===== src/rtl/pwr_prot_pkg.sv =====
// Package: shared bit positions and types for the sleep/protection unit.
// Assumes: the protection byte layout is fixed because the host decodes it.
package pwr_prot_pkg;
    // Protection byte bit positions
    localparam int PB_OV  = 7;
    localparam int PB_UV  = 6;
    localparam int PB_COC = 5;
    localparam int PB_DOC = 4;
    localparam int PB_CCM = 3;
    localparam int PB_DCM = 2;
    localparam int PB_CE  = 1;
    localparam int PB_DE  = 0;
    localparam int NUM_FAULTS = 4;

    // Pin-control byte bit positions
    localparam int FB_GP = 0;
    localparam int FB_SW = 1;

    typedef enum logic {
        MODE_ACTIVE = 1'b0,
        MODE_SLEEP  = 1'b1
    } pmode_t;
endpackage


===== src/rtl/lowbus_timer.sv =====
// Module: lowbus_timer
// Counts timebase ticks while the bus line is low and flags the tick that
// completes TIMEOUT_TICKS of them. The count saturates, so the timeout
// pulse fires once per low period. A high bus level clears the count.
// Assumes: bus_lvl_i is already synchronized; TIMEOUT_TICKS >= 1.
module lowbus_timer #(
    parameter int TIMEOUT_TICKS = 2048
) (
    input  logic clk,
    input  logic rst_n,
    input  logic tick_i,
    input  logic bus_lvl_i,
    output logic timeout_o
);
    localparam int CNT_W = $clog2(TIMEOUT_TICKS + 1);
    localparam logic [CNT_W-1:0] LIMIT = CNT_W'(TIMEOUT_TICKS);
    localparam logic [CNT_W-1:0] LAST  = CNT_W'(TIMEOUT_TICKS - 1);

    logic [CNT_W-1:0] low_cnt_q;

    // Purpose: count low ticks, restart on high, hold at the limit.
    always_ff @(posedge clk) begin
        if (!rst_n)
            low_cnt_q <= '0;
        else if (bus_lvl_i)
            low_cnt_q <= '0;
        else if (tick_i && (low_cnt_q != LIMIT))
            low_cnt_q <= low_cnt_q + CNT_W'(1);
    end

    // Purpose: mark the tick that completes the low period.
    always_comb begin
        timeout_o = !bus_lvl_i && tick_i && (low_cnt_q == LAST);
    end


    cnt_bound_chk: assert property (@(posedge clk) disable iff (!rst_n)
        low_cnt_q <= LIMIT);


    timeout_sat_chk: assert property (@(posedge clk) disable iff (!rst_n)
        timeout_o |=> (low_cnt_q == LIMIT));


    restart_chk: assert property (@(posedge clk) disable iff (!rst_n)
        bus_lvl_i |=> (low_cnt_q == '0));
endmodule


===== src/rtl/mode_fsm.sv =====
// Module: mode_fsm
// Two-state power mode machine. Sleep is entered on a bus-low timeout
// when sleep is permitted. Sleep is left when the bus goes high (if
// permitted) or when the power switch is pulled low.
// Assumes: inputs are synchronous to clk.
module mode_fsm
    import pwr_prot_pkg::*;
(
    input  logic   clk,
    input  logic   rst_n,
    input  logic   timeout_i,
    input  logic   sleep_allow_i,
    input  logic   bus_lvl_i,
    input  logic   sw_lvl_i,
    output pmode_t mode_o,
    output logic   wake_o
);
    pmode_t mode_q;
    logic   enter_sleep;

    // Purpose: decode the entry and wake conditions from the current mode.
    always_comb begin
        enter_sleep = (mode_q == MODE_ACTIVE) && timeout_i && sleep_allow_i;
        wake_o      = (mode_q == MODE_SLEEP) &&
                      ((sleep_allow_i && bus_lvl_i) || !sw_lvl_i);
    end

    // Purpose: hold the power mode.
    always_ff @(posedge clk) begin
        if (!rst_n)
            mode_q <= MODE_ACTIVE;
        else if (enter_sleep)
            mode_q <= MODE_SLEEP;
        else if (wake_o)
            mode_q <= MODE_ACTIVE;
    end

    assign mode_o = mode_q;


    no_sleep_chk: assert property (@(posedge clk) disable iff (!rst_n)
        (!sleep_allow_i && mode_q == MODE_ACTIVE) |=> (mode_q == MODE_ACTIVE));


    sleep_entry_chk: assert property (@(posedge clk) disable iff (!rst_n)
        (mode_q == MODE_ACTIVE && !timeout_i) |=> (mode_q == MODE_ACTIVE));


    sw_wake_chk: assert property (@(posedge clk) disable iff (!rst_n)
        (mode_q == MODE_SLEEP && !sw_lvl_i) |=> (mode_q == MODE_ACTIVE));
endmodule


===== src/rtl/prot_reg.sv =====
// Module: prot_reg
// Protection byte: four sticky fault flags, two enables, and the FET
// control outputs derived from them. A flag is cleared only by writing 0
// to it, and a same-cycle event wins over the clear. A wake re-arms both
// enables and wins over a same-cycle write.
// Assumes: fault events are single-cycle pulses, ordered {ov, uv, coc, doc}.
module prot_reg
    import pwr_prot_pkg::*;
(
    input  logic                  clk,
    input  logic                  rst_n,
    input  logic                  wake_i,
    input  logic                  sleeping_i,
    input  logic [NUM_FAULTS-1:0] fault_evt_i,
    input  logic                  wr_i,
    input  logic [NUM_FAULTS-1:0] flag_wbits_i,
    input  logic [1:0]            en_wbits_i,
    output logic                  chg_off_o,
    output logic                  dis_off_o,
    output logic [7:0]            rdata_o
);
    logic [NUM_FAULTS-1:0] flag_q;
    logic                  ce_q;
    logic                  de_q;

    genvar gi;
    generate
        for (gi = 0; gi < NUM_FAULTS; gi++) begin : g_flag
            // Purpose: one sticky fault flag, event beats clear.
            always_ff @(posedge clk) begin
                if (!rst_n)
                    flag_q[gi] <= 1'b0;
                else if (fault_evt_i[gi])
                    flag_q[gi] <= 1'b1;
                else if (wr_i && !flag_wbits_i[gi])
                    flag_q[gi] <= 1'b0;
            end


            flag_set_chk: assert property (@(posedge clk) disable iff (!rst_n)
                fault_evt_i[gi] |=> flag_q[gi]);


            flag_keep_chk: assert property (@(posedge clk) disable iff (!rst_n)
                (flag_q[gi] && !(wr_i && !flag_wbits_i[gi])) |=> flag_q[gi]);
        end
    endgenerate

    // Purpose: charge and discharge enables, re-armed on every wake.
    always_ff @(posedge clk) begin
        if (!rst_n) begin
            ce_q <= 1'b1;
            de_q <= 1'b1;
        end else if (wake_i) begin
            ce_q <= 1'b1;
            de_q <= 1'b1;
        end else if (wr_i) begin
            ce_q <= en_wbits_i[1];
            de_q <= en_wbits_i[0];
        end
    end

    // Purpose: FET levels from mode, enables and the relevant flags.
    always_comb begin
        chg_off_o = sleeping_i || !ce_q || flag_q[3] || flag_q[1];
        dis_off_o = sleeping_i || !de_q || flag_q[2] || flag_q[0];
    end

    // Purpose: assemble the readable protection byte.
    always_comb begin
        rdata_o         = '0;
        rdata_o[PB_OV]  = flag_q[3];
        rdata_o[PB_UV]  = flag_q[2];
        rdata_o[PB_COC] = flag_q[1];
        rdata_o[PB_DOC] = flag_q[0];
        rdata_o[PB_CCM] = chg_off_o;
        rdata_o[PB_DCM] = dis_off_o;
        rdata_o[PB_CE]  = ce_q;
        rdata_o[PB_DE]  = de_q;
    end


    wake_arm_chk: assert property (@(posedge clk) disable iff (!rst_n)
        wake_i |=> (ce_q && de_q));
endmodule


===== src/rtl/gpio_ctl.sv =====
// Module: gpio_ctl
// General-purpose pin control bit and the pin-control read byte. The bit
// drives the pull-low driver when 0. A bus-low timeout forces it to 1,
// which wins over a same-cycle host write.
// Assumes: pin and switch levels are synchronized by the caller.
module gpio_ctl
    import pwr_prot_pkg::*;
(
    input  logic       clk,
    input  logic       rst_n,
    input  logic       timeout_i,
    input  logic       wr_i,
    input  logic       wr_bit_i,
    input  logic       pin_lvl_i,
    input  logic       sw_lvl_i,
    output logic       drv_low_o,
    output logic [7:0] rdata_o
);
    logic gp_bit_q;

    // Purpose: hold the pin control bit, forced released on timeout.
    always_ff @(posedge clk) begin
        if (!rst_n)
            gp_bit_q <= 1'b1;
        else if (timeout_i)
            gp_bit_q <= 1'b1;
        else if (wr_i)
            gp_bit_q <= wr_bit_i;
    end

    // Purpose: drive the pin and assemble the read byte from sensed levels.
    always_comb begin
        drv_low_o      = !gp_bit_q;
        rdata_o        = '0;
        rdata_o[FB_GP] = pin_lvl_i;
        rdata_o[FB_SW] = sw_lvl_i;
    end


    gp_release_chk: assert property (@(posedge clk) disable iff (!rst_n)
        timeout_i |=> !drv_low_o);
endmodule


===== src/rtl/batt_pwr_ctrl.sv =====
// Module: batt_pwr_ctrl (top)
// Sleep/active mode control and protection byte for a battery monitor.
// Wires the bus-low timer, mode machine, protection byte and pin control.
// Assumes: all level inputs are synchronized to clk, events are pulses,
// and the bus protocol engine produces the write strobes and data.
module batt_pwr_ctrl
    import pwr_prot_pkg::*;
#(
    parameter int TIMEOUT_TICKS = 2048
) (
    input  logic       clk,
    input  logic       rst_n,
    input  logic       tick_i,
    input  logic       bus_lvl_i,
    input  logic       sw_lvl_i,
    input  logic       gp_pin_i,
    input  logic       sleep_allow_i,
    input  logic       ov_evt_i,
    input  logic       uv_evt_i,
    input  logic       coc_evt_i,
    input  logic       doc_evt_i,
    input  logic       prot_wr_i,
    input  logic       feat_wr_i,
    input  logic [7:0] wdata_i,
    output logic       chg_off_o,
    output logic       dis_off_o,
    output logic       gp_drv_low_o,
    output logic       sleep_o,
    output logic [7:0] prot_rdata_o,
    output logic [7:0] feat_rdata_o
);
    logic   timeout;
    logic   wake;
    pmode_t mode;

    lowbus_timer #(.TIMEOUT_TICKS(TIMEOUT_TICKS)) u_timer (
        .clk       (clk),
        .rst_n     (rst_n),
        .tick_i    (tick_i),
        .bus_lvl_i (bus_lvl_i),
        .timeout_o (timeout)
    );

    mode_fsm u_mode (
        .clk           (clk),
        .rst_n         (rst_n),
        .timeout_i     (timeout),
        .sleep_allow_i (sleep_allow_i),
        .bus_lvl_i     (bus_lvl_i),
        .sw_lvl_i      (sw_lvl_i),
        .mode_o        (mode),
        .wake_o        (wake)
    );

    assign sleep_o = (mode == MODE_SLEEP);

    prot_reg u_prot (
        .clk          (clk),
        .rst_n        (rst_n),
        .wake_i       (wake),
        .sleeping_i   (sleep_o),
        .fault_evt_i  ({ov_evt_i, uv_evt_i, coc_evt_i, doc_evt_i}),
        .wr_i         (prot_wr_i),
        .flag_wbits_i (wdata_i[PB_OV:PB_DOC]),
        .en_wbits_i   (wdata_i[PB_CE:PB_DE]),
        .chg_off_o    (chg_off_o),
        .dis_off_o    (dis_off_o),
        .rdata_o      (prot_rdata_o)
    );

    gpio_ctl u_gpio (
        .clk       (clk),
        .rst_n     (rst_n),
        .timeout_i (timeout),
        .wr_i      (feat_wr_i),
        .wr_bit_i  (wdata_i[FB_GP]),
        .pin_lvl_i (gp_pin_i),
        .sw_lvl_i  (sw_lvl_i),
        .drv_low_o (gp_drv_low_o),
        .rdata_o   (feat_rdata_o)
    );


    sleep_fet_off_chk: assert property (@(posedge clk) disable iff (!rst_n)
        $rose(sleep_o) |-> (chg_off_o && dis_off_o && !gp_drv_low_o));
endmodule


===== config.mk =====
export PLATFORM = sky130hd
export DESIGN_NAME = batt_pwr_ctrl
export DESIGN_NICKNAME = d
export VERILOG_FILES = /design/src/rtl/pwr_prot_pkg.sv /design/src/rtl/lowbus_timer.sv /design/src/rtl/mode_fsm.sv /design/src/rtl/prot_reg.sv /design/src/rtl/gpio_ctl.sv /design/src/rtl/batt_pwr_ctrl.sv
export SDC_FILE = /design/constraint.sdc
export NUM_CORES = 1
export LEC_CHECK = 0
export BUFFER_PORTS_ARGS = -buffer_cell sky130_fd_sc_hd__buf_2
export CORE_MARGIN = 2
export CORE_UTILIZATION = 48
export CTS_CLUSTER_DIAMETER = 120
export DETAILED_ROUTE_END_ITERATION = 16
export GPL_ROUTABILITY_DRIVEN = 0
export HOLD_SLACK_MARGIN = 0.08
export MAX_ROUTING_LAYER = met4
export PLACE_DENSITY = 0.78
export SYNTH_ARGS = -nofsm -noshare
export SYNTH_HDL_FRONTEND = slang
export SYNTH_HIERARCHICAL = 1
export SYNTH_SLANG_ARGS = --single-unit

===== constraint.sdc =====
create_clock -name clk -period 1.9 [get_ports clk]
set_input_delay 0.38 -clock clk [delete_from_list [all_inputs] [get_ports clk]]
set_output_delay 0.38 -clock clk [all_outputs]
set_load 0.05 [all_outputs]

==> out/qor.csv <==
metric,value,unit
status,completed,
whs,0.293,ns
synthMuxAreaShare,8.19,%
postCtsSetupBuffers,0,
crit_path_max_fanout,3,
grt_pass1_vias,920,
placed_cells,181,
fp.dieH,51.9,µm
ff2ff_path_depth,4,
syn_inst,131,
p_int,0.693,mW
startpoint_type,flip-flop,
track_usage,19.6,%
antenna_cells,0,
layout_commonest_cell,buf_2,
synth-simple-area-share,30.8,%
grt_pass1_wl,3910,µm
layoutNonFillerInstCount,185,
nNetsFinal,181,
mostFrequentLayoutCells,"30 x buf_2, 20 x dfxtp_1, 19 x nand2_1",
row_count,17,
period_needed,1.80,ns
routed_via_density,5.26,
maxCapViolCount,0,
power.density,776,nW/µm²
hold_depth,3,
area_growth_syn_to_layout,15.2,%
fmax,555,MHz
core-area,2190,µm²
io_pins,41,
crit_required,1.52,ns
ant_nets,0,
pwr-share-seq,44.7,%
start_util,50.2,%
insertion_delay,0.30,ns
clock_path_buffers,2,
hpwl,1760,µm
overflow,0,
end_kind,primary output,
maxSlewViolCount,0,
p_leak,0.514,nW
first_pass_iters,4,
yosysUniqueCellTypes,32,
synth_area,1100,µm²
grt_max_degree,15,
cts_buffers,3,
path_class,flip-flop to primary output,
final-hold-violation-count,0,
synth_top_area_cell,dfxtp_1,
synth.top_cell.area_share,36.4,%
synth.area.top_cells,"dfxtp_1 36%, mux2i_1 8.2%, buf_4 8.2%, nand2_1 6.5%, nand2b_1 3.4%",
synthArstFlopShare,0,%
p_sw_share,29.5,%
cts_resized,0,
power.share.clock,35.5,%
ys_seq_elements,20,
synth-xor-area-share,1.59,%
cp.arrival,1.42,ns
synth_compound_area_share,8.87,%
p_sw,0.290,mW
die_width,51.9,µm
clk_transition_reported_paths,0.11,ns
drt_wl_total,2210,µm
cts-hold-fix-buffers,0,
synth_top_family_by_area,simple AND/OR/NAND/NOR gates,
postSynthAreaPerCell,8.40,µm²
h-tree-depth,1,
antenna_found_initial,0,
root_buffer,clkbuf_4,
synth_fa_ha_area_share,2.28,%
synth_seq_area_share,36.4,%
hold_class,primary input to flip-flop,
synth_edf_count,0,
skew,0.00126,ns
yosysWarnings,6,
fin_crit_sh,94.9,%
drive_gt1_share,24.8,%
port_buffers,30,
rsz0062_at_grt,false,
finalSetupViolations,0,
synthFlopType,dfxtp_1,
vias,974,
drt-initial-drc-count,27,
drc,0,
clkSinkCount,20,
power_frac_comb,19.8,%
wl_per_cell,12.0,µm
final_core_util,57.9,%
peakVddDrop,0.517,mV
cts_tree,yes,
die_area,2690,µm²
[registers in the layout (all words and copies together), names as in the netlist]
name / cells
u_gpio/gp_bit_q: 1
u_mode/mode_o: 1
u_prot/ce_q: 1
u_prot/de_q: 1
u_prot/rdata_o: 4
u_timer/low_cnt_q: 12
[metrics by stage]
step | power [mW] | cell area (µm²) | setup slack, ns | TNS, ns
after floorplan | 0.618 | 1120 | -0.0883 | -0.177
after global placement | 0.639 | 1210 | 0.336 | 0
after global routing | 1.03 | 1270 | 0.0225 | 0
final | 0.983 | 1270 | 0.0977 | 0
after detailed placement | 0.645 | 1210 | 0.309 | 0
after CTS | 0.991 | 1270 | 0.0678 | 0
[worst max-delay path, stage by stage (launching register included)]
cell	delay [ns]
dfxtp_1	0.34
or4b_1	0.54
buf_2	0.23
[synth_stat cells, types with 3 or more instances]
cell      instances
nor3b_1           4
dfxtp_1          20
nor2_1            6
mux2i_1           9
nand2b_1          6
nand3_1           4
nand2_1          19
nand4_1           4
inv_1             5
a21oi_1           3
nor4_1            4
buf_4            12
o21ai_0           6
[final cells by class]
cell class / count / area, µm²
inverter: 6 / 22.5
timing repair buffer: 32 / 165
tap: 28 / 35.0
multi-input combinational: 95 / 592
clock buffer: 3 / 22.5
sequential: 20 / 400
fill: 200 / 923
clock inverter: 1 / 30.0
[metal layers]
| layer | vias to the layer above | track usage, % | routed length, µm |
|---|---|---|---|
| met5 | - | - | 0 |
| met2 | 30 | 33.1 | 1180 |
| met1 | 442 | 22.7 | 907 |
| met3 | 2 | 3.45 | 102 |
| met4 | 0 | 8.33 | 25 |
| li1 | 500 | - | - |
[power by group through the flow]
stage | Sequential [mW] | Clock (mW) | Combinational [mW]
after floorplan | 0.470 | 0 | 0.148
after global placement | 0.448 | 0 | 0.191
after detailed placement | 0.449 | 0 | 0.195
after CTS | 0.440 | 0.355 | 0.196
after global routing | 0.442 | 0.381 | 0.209
final | 0.440 | 0.349 | 0.195
[cell families after synthesis]
family                   Yosys count
AO/OA/AOI/OAI                     15
XOR/XNOR                           2
adder cells (fa/ha/maj)            2
buffers and inverters             21
flip-flops                        20
multiplexers                       9
other                              1
AND/OR/NAND/NOR                   61
[final timing paths]
kind | startpoint | endpoint | slack (ns)
hold / removal | wdata_i[1] | u_prot/ce_q | 0.29
hold reg to reg | u_timer/low_cnt_q[11] | u_timer/low_cnt_q[11] | 0.50
setup / recovery | u_prot/rdata_o[4] | dis_off_o | 0.1
setup reg to reg | u_timer/low_cnt_q[0] | u_timer/low_cnt_q[8] | 0.30
Power figures use the tool's default switching activity.
